===== src/rtl/ser_pkg.sv =====
package ser_pkg;

   typedef enum logic {
      ORDER_LSB = 1'b0,
      ORDER_MSB = 1'b1
   } bit_order_e;

endpackage


===== src/rtl/ser_cal_timer.sv =====
module ser_cal_timer #(
   parameter int unsigned CAL_CYCLES = 2400
) (
   input  logic clk,
   input  logic rst,
   output logic cal_last,
   output logic cal_done
);

   localparam int unsigned CNT_W    = (CAL_CYCLES > 1) ? $clog2(CAL_CYCLES) : 1;
   localparam logic [CNT_W-1:0] LAST_CNT = CNT_W'(CAL_CYCLES - 1);

   logic [CNT_W-1:0] cnt_q;
   logic             done_q;

   generate
      if (CAL_CYCLES < 1) begin : g_bad_len
         $error("ser_cal_timer: CAL_CYCLES must be at least 1");
      end
   endgenerate

   // Edge k after reset release leaves cnt_q at k; the edge that finds
   // LAST_CNT ends calibration, i.e. edge number CAL_CYCLES.
   always_ff @(posedge clk) begin
      if (rst) begin
         cnt_q  <= '0;
         done_q <= 1'b0;
      end else if (!done_q) begin
         if (cnt_q == LAST_CNT) begin
            done_q <= 1'b1;
         end else begin
            cnt_q <= cnt_q + 1'b1;
         end
      end
   end

   assign cal_last = !done_q && (cnt_q == LAST_CNT);
   assign cal_done = done_q;

endmodule


===== src/rtl/ser_shift_unit.sv =====
module ser_shift_unit
   import ser_pkg::*;
#(
   parameter int unsigned         DATA_W    = 12,
   parameter bit_order_e          ORDER     = ORDER_LSB,
   parameter logic [DATA_W-1:0]   FILL_WORD = 12'h0AB
) (
   input  logic              clk,
   input  logic              rst,
   input  logic              run,
   input  logic [DATA_W-1:0] word_in,
   output logic              capture,
   output logic              bit_out
);

   localparam int unsigned IDX_W = (DATA_W > 1) ? $clog2(DATA_W) : 1;
   localparam logic [IDX_W-1:0] LAST_IDX = IDX_W'(DATA_W - 1);

   logic [DATA_W-1:0] sh_q;
   logic [DATA_W-1:0] sh_next;
   logic [IDX_W-1:0]  idx_q;

   // The index rests on LAST_IDX while idle, so the first edge with run
   // high captures a word.
   assign capture = run && (idx_q == LAST_IDX);

   generate
      if (ORDER == ORDER_LSB) begin : g_lsb
         assign bit_out = sh_q[0];
         assign sh_next = {1'b0, sh_q[DATA_W-1:1]};
      end else begin : g_msb
         assign bit_out = sh_q[DATA_W-1];
         assign sh_next = {sh_q[DATA_W-2:0], 1'b0};
      end
   endgenerate

   always_ff @(posedge clk) begin
      if (rst) begin
         sh_q  <= FILL_WORD;
         idx_q <= LAST_IDX;
      end else if (capture) begin
         sh_q  <= word_in;
         idx_q <= '0;
      end else if (run) begin
         sh_q  <= sh_next;
         idx_q <= idx_q + 1'b1;
      end
   end

endmodule


===== src/rtl/ser_frame_check.sv =====
module ser_frame_check #(
   parameter int unsigned DATA_W = 12
) (
   input  logic              clk,
   input  logic              rst,
   input  logic              capture,
   input  logic [DATA_W-1:0] word_in,
   output logic              viol
);

   logic marker_ok;
   logic viol_q;

   assign marker_ok = word_in[0] && !word_in[DATA_W-1];

   always_ff @(posedge clk) begin
      if (rst) begin
         viol_q <= 1'b0;
      end else if (capture && !marker_ok) begin
         viol_q <= 1'b1;
      end
   end

   assign viol = viol_q;

endmodule


===== src/rtl/framed_serializer.sv =====
module framed_serializer
   import ser_pkg::*;
#(
   parameter int unsigned       DATA_W     = 12,
   parameter int unsigned       CAL_CYCLES = 2400,
   parameter bit_order_e        ORDER      = ORDER_LSB,
   parameter logic [DATA_W-1:0] IDLE_WORD  = 12'h0AB
) (
   input  logic              clk,
   input  logic              rst,
   input  logic [DATA_W-1:0] par_in,
   output logic              ser_out,
   output logic              line_en,
   output logic              frame_viol
);

   logic cal_last;
   logic cal_done;
   logic run;
   logic capture;
   logic raw_bit;

   generate
      if (DATA_W < 2) begin : g_bad_width
         $error("framed_serializer: DATA_W must be at least 2");
      end
      if (!(IDLE_WORD[0] && !IDLE_WORD[DATA_W-1])) begin : g_bad_idle
         $error("framed_serializer: IDLE_WORD breaks the marker rule");
      end
   endgenerate

   ser_cal_timer #(
      .CAL_CYCLES (CAL_CYCLES)
   ) u_timer (
      .clk      (clk),
      .rst      (rst),
      .cal_last (cal_last),
      .cal_done (cal_done)
   );

   // The shifter starts on the edge that ends calibration.
   assign run = cal_last || cal_done;

   ser_shift_unit #(
      .DATA_W    (DATA_W),
      .ORDER     (ORDER),
      .FILL_WORD (IDLE_WORD)
   ) u_shift (
      .clk     (clk),
      .rst     (rst),
      .run     (run),
      .word_in (par_in),
      .capture (capture),
      .bit_out (raw_bit)
   );

   ser_frame_check #(
      .DATA_W (DATA_W)
   ) u_check (
      .clk     (clk),
      .rst     (rst),
      .capture (capture),
      .word_in (par_in),
      .viol    (frame_viol)
   );

   assign line_en = cal_done;
   assign ser_out = cal_done & raw_bit;

endmodule


===== config.mk =====
export PLATFORM = sky130hd
export DESIGN_NAME = framed_serializer
export DESIGN_NICKNAME = d
export VERILOG_FILES = /design/src/rtl/ser_pkg.sv /design/src/rtl/ser_cal_timer.sv /design/src/rtl/ser_shift_unit.sv /design/src/rtl/ser_frame_check.sv /design/src/rtl/framed_serializer.sv
export SDC_FILE = /design/constraint.sdc
export NUM_CORES = 1
export LEC_CHECK = 0
export ABC_AREA = 0
export BUFFER_PORTS_ARGS = -buffer_cell sky130_fd_sc_hd__buf_2
export CORE_AREA = 2 2 44 63
export CTS_CLUSTER_SIZE = 20
export DETAILED_ROUTE_END_ITERATION = 16
export DIE_AREA = 0 0 46 65
export PLACE_DENSITY = 0.79
export SYNTH_ARGS = -nofsm -noshare
export SYNTH_HDL_FRONTEND = slang
export SYNTH_HIERARCHICAL = 1
export SYNTH_SLANG_ARGS = --single-unit
export TNS_END_PERCENT = 20

===== constraint.sdc =====
create_clock -name clk -period 3.4 [get_ports clk]
set_input_delay 0.17 -clock clk [delete_from_list [all_inputs] [get_ports clk]]
set_output_delay 0.17 -clock clk [all_outputs]
set_load 0.02 [all_outputs]

==> run_results.csv <==
group,metric,value,unit
grt,grt_pass1_wl,5.064,mm
clocking,cts_setup_buffers,0,
grt,grt_remaining_overflow,0,
pwr,switchingPower,0.0001325,W
grt,grt_max_degree,43,
clocking,cts_sinks,30,
run,drv_cap,0,
final_layout,final_net_count,194,
floorplan,row_count,22,
logic_synthesis,main_combinational_cell_family_by_area_after_synthesis,"simple AND/OR/NAND/NOR gates",
worst_hold_path,timing.hold.worst.class,"in2reg",
placed_design,globalplace.congestion,0.8216,
sta,setup_viol,0,
grt,antenna_found_initial,0,
logic_synthesis,gate_count_post_synth,165,
sta,max_clock_freq,410.4,MHz
sta,finalCritPeriodShare,71.67,%
logic_synthesis,synth_seq_cells,30,
grt,grt.total_usage,22.54,%
floorplan,die_area,2990,um2
final_layout,post_layout_nonfiller_instances,201,
sta,rsz0062_at_grt,"no",
clocking,clockBufferDepth,2,
floorplan,io_pins,17,
final_layout,areaGrowthSynthToFinish,8.007,%
logic_synthesis,synth.net_count,181,
logic_synthesis,post_synth_num_cell_types,43,
detailed_routing,antenna_violating_nets_post_route,0,
sta,hold_viol,0,
logic_synthesis,share_of_the_synthesized_netlist_area_taken_by_xor_and_xnor_gates,3.737,%
final_layout,diodes,0,
critical_path,worst_path_dominant_cell_family,"simple AND/OR/NAND/NOR gates",
logic_synthesis,seq_area_frac_synth,42.70,%
pwr,share_of_total_power_in_the_clock_network,35.2,%
clocking,tritoncts.num_buffers,5,
placed_design,place.detailed.hpwl,2.008,mm
clocking,htreeDepth,2,
clocking,cts_hold_buf,0,
logic_synthesis,synth_compound_gate_area_share,11.57,%
logic_synthesis,post_synthesis_share_of_cell_area_spent_on_full_adders_half_adders_and_majority_gates,1.779,%
sta,final.setup_skew,0.005005,ns
logic_synthesis,synthesis.yosys.warnings,6,
sta,setup-tns-final,0,ns
logic_synthesis,post_synth_instance_area,1406,um2
logic_synthesis,share_of_synthesized_area_spent_on_multiplexers,2.224,%
clocking,post_cts.resized_instances,0,
pwr,share_comb_of_total_power,4.2,%
sta,worst-slew-pin-transition,0.6980,ns
pwr,switching_share,22.45,%
detailed_routing,drt-total-wl,2.924,mm
detailed_routing,drt-wirelength-per-cell,14.55,um
critical_path,slowest_delay,0.41,ns
critical_path,worstPathBufferInverterCount,1,
placed_design,instance_count_after_placement_with_tap_cells_included,195,
pwr,power.density_cell_area,388.5,nW/um2
floorplan,start_util,56.77,%
logic_synthesis,post_synth_and_or_nand_nor_area_fraction,33.45,%
placed_design,port_buffers,16,
pwr,ir_worst_vdd,0.0003333,V
critical_path,cp_data_required_time,3.61,ns
floorplan,dieWidth,46,um
pwr,p_int,0.0004577,W
clocking,cts.clk_slew.worst_paths,0.09,ns
critical_path,critPathSlowestCell,"sky130_fd_sc_hd__or3b_1",
critical_path,worstSetupPathType,"reg2reg",
sta,finalWorstPathRequiredPeriod,2.437,ns
grt,via_count_of_the_first_global_routing_pass,1228,
sta,slew_viol_final,0,
outcome,status,"completed",
final_layout,drive_gt1_share,17.51,%
clocking,cts_tree,"built",
critical_path,cp_cell_sequence,"or3b_1, nor3_2, nand4_1, nor2_1, or2_1, inv_1, nor4_1, nor3_1",
logic_synthesis,synth_area_per_cell,8.523,um2
floorplan,die_height,65,um
critical_path,endpoint_kind,"flop",
detailed_routing,detail_route.vias_per_cell,6.129,
pwr,p_total,0.0005901,W
detailed_routing,routed-via-count,1232,
pwr,seq_power_share,60.6,%
critical_path,arrival,2.65,ns
clocking,clk_root_buffer_cell,"sky130_fd_sc_hd__clkbuf_4",
critical_path,timing.critical_path.from_type,"flop",
placed_design,dp_slack,1.024,ns
sta,slew-limit-headroom,53.47,%
clocking,clkLatencyLatePin,0.33,ns
detailed_routing,detail_route.first_pass.iterations,4,
floorplan,coreArea,2477,um2
pwr,p_leak,0.5791,nW
sta,post-route-worst-setup-slack,0.9632,ns
critical_path,critPathMaxFanout,15,
detailed_routing,drcViolationCount,0,
detailed_routing,drt_iter0_drc,35,
[metal layers]
layer / routed length, um / vias to the layer above / GRT usage (%)
met1: 1208 / 585 / 24.48
met5: 0 / - / 0
met4: 38 / 0 / 7.857
li1: - / 617 / -
met3: 131 / 5 / 8.078
met2: 1545 / 25 / 38.54
[power by group through the flow]
stage / logic, W / clock network, W / registers, W
floorplan: 0.0000145 / 0 / 0.000365
global placement: 0.0000237 / 0 / 0.000365
detailed placement: 0.0000247 / 0 / 0.000365
CTS: 0.0000248 / 0.000212 / 0.000357
global route: 0.0000275 / 0.000233 / 0.000358
finish: 0.0000246 / 0.000208 / 0.000358
[sequential cells by signal, indices dropped and copies added, names as in the netlist]
| signal | cells |
|---|---|
| u_timer/cal_done | 1 |
| u_shift/sh_q | 12 |
| u_timer/cnt_q | 12 |
| u_check/viol | 1 |
| u_shift/idx_q | 4 |
[cell type report]
| type | instances | area, um2 |
|---|---|---|
| sequential | 30 | 600.6 |
| timing repair buffer | 17 | 87.58 |
| fill | 225 | 958.4 |
| multi-input combinational | 122 | 742.0 |
| tap | 24 | 30.03 |
| inverter | 2 | 7.507 |
| clock buffer | 6 | 51.30 |
[stage by stage]
stage	instance area (um2)	utilization [%]	hold slack, ns
5_1_grt	1519	61.31	0.08103
2_1_floorplan	1406	-	0.2397
3_5_place_dp	1468	59.24	0.4474
3_3_place_gp	1468	59.24	0.4391
6_report	1519	61.31	0.09660
4_1_cts	1519	61.31	0.09558
[worst min-delay path, delay by kind of cell]
kind,cells,cell delay [ns]
buf+inv,1,0.10
compound gates,1,0.07
simple gates,1,0.04
[path summary, 6_finish.rpt]
kind                           from  cells after the start          endpoint  slack [ns]
setup / recovery  u_timer/cnt_q[10]                      8   u_shift/sh_q[5]        0.96
hold / removal            par_in[8]                      3   u_shift/sh_q[8]         0.1
setup reg to reg  u_timer/cnt_q[10]                      8   u_shift/sh_q[5]        0.96
hold reg to reg    u_shift/sh_q[11]                      2  u_shift/sh_q[11]        0.47
[cell usage in the layout, fill, tap and decap left out, drive strengths merged, types with 2 or more instances in the layout]
master	instances
a21oi	5
a311oi	6
and2	3
and3b	2
and4b	2
buf	17
clkbuf	6
dfxtp	30
ha	2
inv	2
mux2i	2
nand2	19
nand3	7
nand4	3
nor2	21
nor3	13
nor4	10
o21ai	3
or2	2
xor2	5
[synth_stat cells (all sizes together)]
| master | count | area, um2 |
|---|---|---|
| a41oi | 1 | 8.760 |
| or2 | 2 | 12.52 |
| mux2i | 2 | 20.02 |
| nor3b | 1 | 12.51 |
| ha | 2 | 25.02 |
| a311oi | 6 | 52.55 |
| and2 | 3 | 20.02 |
| buf | 5 | 33.78 |
| or4 | 1 | 7.510 |
| nand3 | 7 | 35.03 |
| or3b | 1 | 8.760 |
| xnor2 | 1 | 8.760 |
| a221o | 1 | 11.26 |
| dfxtp | 30 | 600.6 |
| nand2b | 1 | 6.260 |
| nor4 | 10 | 62.56 |
| o41a | 1 | 11.26 |
| o21ai | 3 | 15.01 |
| mux2 | 1 | 11.26 |
| a21bo | 1 | 10.01 |
| xor2 | 5 | 43.79 |
| inv | 2 | 7.510 |
| a21oi | 5 | 25.02 |
| nand2 | 19 | 71.32 |
| nor3 | 13 | 75.07 |
| nand3b | 1 | 7.510 |
| clkbuf | 6 | 22.52 |
| o21bai | 1 | 7.510 |
| a211oi | 1 | 7.510 |
| nor2b | 1 | 6.260 |
| a31oi | 1 | 6.260 |
| and3b | 2 | 18.77 |
| and4 | 1 | 8.760 |
| o31ai | 1 | 7.510 |
| nand4 | 3 | 18.77 |
| nor2 | 21 | 78.83 |
| and4b | 2 | 20.02 |
[cells by family after synthesis]
| group | Yosys count |
|---|---|
| simple gates | 89 |
| flops | 30 |
| compound gates | 22 |
| buf+inv | 13 |
| xor+xnor | 6 |
| mux | 3 |
| fa+ha+maj | 2 |
Power figures use the tool's default switching activity.
